<file path="src/rtl/xcvrModePkg.sv">
package xcvrModePkg;

  typedef enum logic [2:0] {
    MODE_OFF      = 3'd0,
    MODE_FAILSAFE = 3'd1,
    MODE_NORMAL   = 3'd2,
    MODE_SILENT   = 3'd3,
    MODE_SLEEP    = 3'd4
  } opMode_t;

  typedef enum logic [1:0] {
    SRC_NONE    = 2'd0,
    SRC_POWERUP = 2'd1,
    SRC_LOCAL   = 2'd2,
    SRC_IGNITE  = 2'd3
  } fsSrc_t;

  typedef enum logic [2:0] {
    ST_OFF, ST_FAILSAFE, ST_NORMAL, ST_GUARD, ST_SILENT, ST_SLEEP
  } ctlState_t;

  typedef struct packed {
    logic guardStart;
    logic guardClear;
  } ctlStrobe_t;

  typedef struct packed {
    logic wakeEvt;
    logic ignEvt;
    logic guardDone;
    logic sawTxdLow;
  } dpStatus_t;

endpackage

</file>
<file path="src/rtl/modeDebounce.sv">
module modeDebounce #(
  parameter int DEPTH = 5,
  parameter bit ACTIVE_HIGH = 1'b1
) (
  input  logic clk,
  input  logic rstN,
  input  logic sigIn,
  output logic evt
);
  localparam int CW = (DEPTH < 2) ? 1 : $clog2(DEPTH + 1);
  localparam logic [CW-1:0] LAST = CW'(DEPTH - 1);

  logic active;
  logic armed;
  logic [CW-1:0] runCnt;

  generate
    if (ACTIVE_HIGH) begin : g_high
      assign active = sigIn;
    end else begin : g_low
      assign active = ~sigIn;
    end
  endgenerate

  // an event needs the idle level first, so a held level never fires twice
  always_ff @(posedge clk or negedge rstN) begin
    if (!rstN) begin
      armed  <= 1'b0;
      runCnt <= '0;
      evt    <= 1'b0;
    end else if (!active) begin
      armed  <= 1'b1;
      runCnt <= '0;
      evt    <= 1'b0;
    end else if (armed) begin
      if (runCnt == LAST) begin
        evt    <= 1'b1;
        armed  <= 1'b0;
        runCnt <= '0;
      end else begin
        evt    <= 1'b0;
        runCnt <= runCnt + 1'b1;
      end
    end else begin
      evt <= 1'b0;
    end
  end
endmodule

</file>
<file path="src/rtl/modeDatapath.sv">
module modeDatapath
  import xcvrModePkg::*;
#(
  parameter int WAKE_DEB  = 5,
  parameter int IGN_DEB   = 9,
  parameter int GUARD_CYC = 4
) (
  input  logic       clk,
  input  logic       rstN,
  input  logic       txdIn,
  input  logic       wakeNIn,
  input  logic       ignIn,
  input  ctlStrobe_t strobe,
  output dpStatus_t  status
);
  localparam int GW = $clog2(GUARD_CYC + 1);
  localparam logic [GW-1:0] GLAST = GW'(GUARD_CYC);

  logic [GW-1:0] guardCnt;
  logic          guardSeen;
  logic          wakeEvt;
  logic          ignEvt;

  modeDebounce #(.DEPTH(WAKE_DEB), .ACTIVE_HIGH(1'b0)) u_wakeDeb (
    .clk(clk), .rstN(rstN), .sigIn(wakeNIn), .evt(wakeEvt)
  );

  modeDebounce #(.DEPTH(IGN_DEB), .ACTIVE_HIGH(1'b1)) u_ignDeb (
    .clk(clk), .rstN(rstN), .sigIn(ignIn), .evt(ignEvt)
  );

  always_ff @(posedge clk or negedge rstN) begin
    if (!rstN) begin
      guardCnt  <= '0;
      guardSeen <= 1'b0;
    end else if (strobe.guardStart) begin
      guardCnt  <= GW'(1);
      guardSeen <= ~txdIn;
    end else if (strobe.guardClear) begin
      guardCnt  <= '0;
      guardSeen <= 1'b0;
    end else if (guardCnt != '0 && guardCnt != GLAST) begin
      guardCnt  <= guardCnt + 1'b1;
      guardSeen <= guardSeen | ~txdIn;
    end
  end

  always_comb begin
    status.wakeEvt   = wakeEvt;
    status.ignEvt    = ignEvt;
    status.guardDone = (guardCnt == GLAST);
    status.sawTxdLow = guardSeen | ~txdIn;
  end
endmodule

</file>
<file path="src/rtl/modeControl.sv">
module modeControl
  import xcvrModePkg::*;
(
  input  logic       clk,
  input  logic       rstN,
  input  logic       powerGood,
  input  logic       resetActive,
  input  logic       enPin,
  input  dpStatus_t  status,
  output ctlStrobe_t strobe,
  output logic [2:0] modeOut,
  output logic       regEn,
  output logic       xcvrEn,
  output logic       inhEn,
  output logic       wdEn,
  output logic [1:0] fsSrc
);
  ctlState_t state, stateNext;
  fsSrc_t    srcReg, srcNext;

  always_comb begin
    stateNext = state;
    srcNext   = srcReg;
    if (!powerGood) begin
      stateNext = ST_OFF;
    end else begin
      unique case (state)
        ST_OFF: begin
          stateNext = ST_FAILSAFE;
          srcNext   = SRC_POWERUP;
        end
        ST_FAILSAFE: if (!resetActive && enPin) stateNext = ST_NORMAL;
        ST_NORMAL: begin
          if (resetActive)  stateNext = ST_FAILSAFE;
          else if (!enPin)  stateNext = ST_GUARD;
        end
        ST_GUARD: begin
          if (resetActive)           stateNext = ST_FAILSAFE;
          else if (enPin)            stateNext = ST_NORMAL;
          else if (status.guardDone) stateNext = status.sawTxdLow ? ST_SLEEP : ST_SILENT;
        end
        ST_SILENT, ST_SLEEP: begin
          if (status.wakeEvt) begin
            stateNext = ST_FAILSAFE;
            srcNext   = SRC_LOCAL;
          end else if (status.ignEvt) begin
            stateNext = ST_FAILSAFE;
            srcNext   = SRC_IGNITE;
          end
        end
        default: stateNext = ST_OFF;
      endcase
    end
  end

  always_comb begin
    strobe.guardStart = (state == ST_NORMAL) && (stateNext == ST_GUARD);
    strobe.guardClear = (state == ST_GUARD) && (stateNext != ST_GUARD);
  end

  always_ff @(posedge clk or negedge rstN) begin
    if (!rstN) begin
      state  <= ST_OFF;
      srcReg <= SRC_NONE;
    end else begin
      state  <= stateNext;
      srcReg <= srcNext;
    end
  end

  always_comb begin
    modeOut = MODE_OFF;
    regEn   = 1'b0;
    xcvrEn  = 1'b0;
    inhEn   = 1'b0;
    wdEn    = 1'b0;
    fsSrc   = SRC_NONE;
    unique case (state)
      ST_FAILSAFE: begin
        modeOut = MODE_FAILSAFE;
        regEn = 1'b1; inhEn = 1'b1; wdEn = 1'b1;
        fsSrc = srcReg;
      end
      ST_NORMAL, ST_GUARD: begin
        modeOut = MODE_NORMAL;
        regEn = 1'b1; xcvrEn = 1'b1; inhEn = 1'b1; wdEn = 1'b1;
      end
      ST_SILENT: begin
        modeOut = MODE_SILENT;
        regEn = 1'b1;
      end
      ST_SLEEP: modeOut = MODE_SLEEP;
      default: modeOut = MODE_OFF;
    endcase
  end
endmodule

</file>
<file path="src/rtl/xcvrModeCtrl.sv">
module xcvrModeCtrl
  import xcvrModePkg::*;
#(
  parameter int WAKE_DEB  = 5,
  parameter int IGN_DEB   = 9,
  parameter int GUARD_CYC = 4
) (
  input  logic       clk,
  input  logic       rstN,
  input  logic       powerGood,
  input  logic       resetActive,
  input  logic       enPin,
  input  logic       txdIn,
  input  logic       wakeNIn,
  input  logic       ignIn,
  output logic [2:0] modeOut,
  output logic       regEn,
  output logic       xcvrEn,
  output logic       inhEn,
  output logic       wdEn,
  output logic [1:0] fsSrc
);
  ctlStrobe_t strobe;
  dpStatus_t  status;

  modeDatapath #(
    .WAKE_DEB(WAKE_DEB), .IGN_DEB(IGN_DEB), .GUARD_CYC(GUARD_CYC)
  ) u_datapath (
    .clk(clk), .rstN(rstN), .txdIn(txdIn), .wakeNIn(wakeNIn),
    .ignIn(ignIn), .strobe(strobe), .status(status)
  );

  modeControl u_control (
    .clk(clk), .rstN(rstN), .powerGood(powerGood), .resetActive(resetActive),
    .enPin(enPin), .status(status), .strobe(strobe), .modeOut(modeOut),
    .regEn(regEn), .xcvrEn(xcvrEn), .inhEn(inhEn), .wdEn(wdEn), .fsSrc(fsSrc)
  );
endmodule

</file>
<file path="config.mk">
export PLATFORM = sky130hd
export DESIGN_NAME = xcvrModeCtrl
export DESIGN_NICKNAME = d
export VERILOG_FILES = /design/src/rtl/xcvrModePkg.sv /design/src/rtl/modeDebounce.sv /design/src/rtl/modeDatapath.sv /design/src/rtl/modeControl.sv /design/src/rtl/xcvrModeCtrl.sv
export SDC_FILE = /design/constraint.sdc
export NUM_CORES = 1
export LEC_CHECK = 0
export BUFFER_PORTS_ARGS = -buffer_cell sky130_fd_sc_hd__buf_2
export CAP_MARGIN = 10
export CORE_ASPECT_RATIO = 0.8
export CORE_MARGIN = 2
export CORE_UTILIZATION = 50
export DETAILED_ROUTE_END_ITERATION = 8
export PLACE_DENSITY = 0.69
export SLEW_MARGIN = 20
export SYNTH_ARGS = -nofsm -noshare
export SYNTH_HDL_FRONTEND = slang
export SYNTH_SLANG_ARGS = --single-unit
</file>
<file path="constraint.sdc">
create_clock -name clk -period 2.8 [get_ports clk]
set_clock_uncertainty 0.2 [all_clocks]
set_input_delay 0.56 -clock clk [delete_from_list [all_inputs] [get_ports clk]]
set_output_delay 0.56 -clock clk [all_outputs]
set_load 0.05 [all_outputs]
</file>
==> results.md <==
* Met2 Routed Length at between 1000 and 1500 um
* Flop and latch count out of synthesis at 20
* Vias/cell at 5.576
* Most frequent cells in the layout: 20 x dfrtp_1, 16 x buf_2, 12 x nand2_1
* Setup crit end: xcvrEn
* WS Path Type: flop to primary output
* Via Count at 948
* Final Wtd Congestion at 0.7990
* Mapped Cells at 128
* Fraction of registers with async set/reset at 1.000
* Htree depth at 1
* Resize count post-CTS at 0
* Number of synthesized flops with an enable pin at 0
* Post-route minimum period at 2357 ps
* Largest net degree at the start of global routing at 21
* Tcrit/Tclk final at 0.8419
* Commonest non-fill, non-tap cell in the layout: dfrtp_1
* Hpwl dp at 1609 um
* Filler cells at 184
* Yosys warns at 0
* ANT cells at 0
* Reg2reg start: u_datapath.guardCnt[0]$_DFFE_PN0P_
* Cell taking the most area after synthesis: dfrtp_1
* Required time worst endpoint at 2040 ps
* Synth unique cells at 45
* FF-to-FF End: u_datapath.guardCnt[0]$_DFFE_PN0P_
* Synth Flop Type: dfrtp_1
* Largest family of logic cells by synthesized area: simple AND/OR/NAND/NOR gates
* Startpoint types: flop
* Synthesized area at 0.001212 mm2
* Die W at 59.06 um
* Cts bufs inserted at 3
* Setup ws final at 442.8 ps
* Die footprint at about 0.0028 mm2
* Slew Limit Fails at 0
* Synth Area in XOR/XNOR at 0.02890
* Peak VDD IR at 309.8 uV
* P_leak at 0.0006542 uW
* Run status: complete, no violations
* Post-synthesis mux area share at 0.05470
* Worst r2r path cells at 6
* Top cells by area, synth: dfrtp_1 41%, ha_1 6.2%, nand2_1 3.7%, nor2_1 3.4%, mux2i_1 3.3%
* RSZ-0062 raised after global routing: no
* Syn avg cell area at 9.472 um2
* Worst slew pin tran at around 520 ps
* Reg2Reg Setup Slack at 740 ps
* CP Max Fanout at 17
* Synth top area share at 0.4128
* GRT Residual Overflow at 0
* Final hold slack at 258.1 ps
* Clock Sinks at 20
* Core box area at 0.002233 mm2
* CTS tree: done
* Initial Util at 0.5429
* Worst min path class: primary input to flop
* Post-Synth Simple-Gate Area at 0.2652
* Sequential area share after synthesis at 0.4128
* Max_slew headroom at 0.6554
* Final setup viols at 0
* Wirelength per Cell at 13.46 um
* Starting DRT DRC Count at 61
* WL met1 at 1132 um
* Layout cell share with drive strength beyond 1 at 0.2138
* # nets final at 160
* Fin. Hold Viols at 0
* Reg clk slew, reported paths at 120 ps
* TritonRoute pass-1 iters at 4
* Post-route antenna net violation count at 0
* Post-Route WL at approximately 2300 um
* Fmax at roughly 420 MHz
* Worst setup startpoint: u_control.state[1]$_DFF_PN0_
* Mapped Nets at 142
* Pwr/cell area at 639.5 mW/mm2
* Adder-cell share of the synthesized area at 0.06192
* Clock root cell: clkbuf_4
* Worst path arrival time at 1600 ps
* Vias in the first global route at 843
* Compound-gate portion of the synthesized area at 0.1290
* Max Cap Viol at 0
* GRT Total Usage at 0.1817
* Clk_lat worst skew at approximately 300 ps
* Post-place setup slack at roughly 800 ps
* First-pass GRT wire length at 3726 um
* # rows at 15
* Initial antenna violation count at 0
* Routed met3 length at 106 um
* # DRC at 0
* Area grow syn2layout at 13.73%
* Port Buf Inserts at 16
* I/O pins at 17
* Die H at 48.05 um
* Fin Setup TNS at 0 ps
* Top Metal Used: met4
* Crit end category: primary output
* CTS Buffer Depth at 2
-- critical path, cell delays in order (launching register included) --
cell	delay (ps)
dfrtp_1	670
nand2b_1	210
inv_1	140
buf_2	270
-- kinds of logic (layout without fill, tap and decap cells) --
logic type	Yosys count	after routing
AND/OR/NAND/NOR	55	55
AO/OA/AOI/OAI	23	23
flip-flops	20	20
buffers and inverters	14	31
adder cells (fa/ha/maj)	6	6
multiplexers	6	6
XOR/XNOR	4	4
-- stage by stage --
stage	utilization	area (um2)	cells	total power, uW
after floorplan	-	1225	128	582.3
after global placement	0.5894	1316	165	641.1
after detailed placement	0.5894	1316	165	643.4
after CTS	0.6174	1379	170	887.6
after global routing	0.6174	1379	170	940.8
final	0.6174	1379	170	881.7
-- how the worst min path moves through the flow --
stage	slack [ps]	startpoint	to	cells after the start
6_report	260	wakeNIn	u_datapath.u_wakeDeb.runCnt[0]$_DFFE_PN0P_	2
5_1_grt	240	wakeNIn	u_datapath.u_wakeDeb.runCnt[2]$_DFFE_PN0P_	2
4_1_cts	240	wakeNIn	u_datapath.u_wakeDeb.runCnt[0]$_DFFE_PN0P_	2
3_5_place_dp	300	u_control.srcReg[0]$_DFFE_PN0P_	u_control.srcReg[0]$_DFFE_PN0P_	1
3_3_place_gp	270	u_control.srcReg[0]$_DFFE_PN0P_	u_control.srcReg[0]$_DFFE_PN0P_	1
2_1_floorplan	60	rstN	u_control.srcReg[0]$_DFFE_PN0P_	0
-- state kept, by name (all words and copies together) (netlist names) --
| signal | cells |
|---|---|
| u_control.srcReg | 2 |
| u_control.state | 3 |
| u_datapath.guardCnt | 3 |
| u_datapath.guardSeen | 1 |
| u_datapath.u_ignDeb.armed | 1 |
| u_datapath.u_ignDeb.evt | 1 |
| u_datapath.u_ignDeb.runCnt | 4 |
| u_datapath.u_wakeDeb.armed | 1 |
| u_datapath.u_wakeDeb.evt | 1 |
| u_datapath.u_wakeDeb.runCnt | 3 |
-- layer usage --
layer,vias up,GRT usage
li1,483,-
met1,435,0.2407
met2,28,0.2956
met3,2,0.06216
met4,0,0.03636
met5,-,0
-- cell usage after synthesis (3+ instances only) --
master and instances:
a21oi_1 4, o21ai_1 4, mux2i_1 4, xnor2_1 3, inv_1 9, nor3b_1 3
nor2_1 11, o21ai_0 4, nor3_1 3, nor2b_1 3, nand2_1 12, ha_1 6
dfrtp_1 20, nand2b_1 3
-- where the power goes --
part | internal (uW) | switching, uW | total [uW]
sequential | 331 | 42.9 | 374
combinational | 117 | 153 | 270
clock | 145 | 93.7 | 238
total | 592 | 290 | 882
-- layout make-up --
type | instances | area, um2 | area share
clock buffer | 3 | 22.52 | 0.01633
clock inverter | 1 | 30.03 | 0.02178
inverter | 10 | 37.54 | 0.02722
multi-input combinational | 94 | 666.9 | 0.4837
sequential | 20 | 500.5 | 0.3630
tap | 25 | 31.28 | 0.02269
timing repair buffer | 17 | 90.09 | 0.06534
-- repair_timing --
item / CTS / global route
hold buffers: 1 / 0
endpoints found under the hold margin: 20 / 0
buffers inserted: 0 / 0
(Power assumes the default switching activity.)
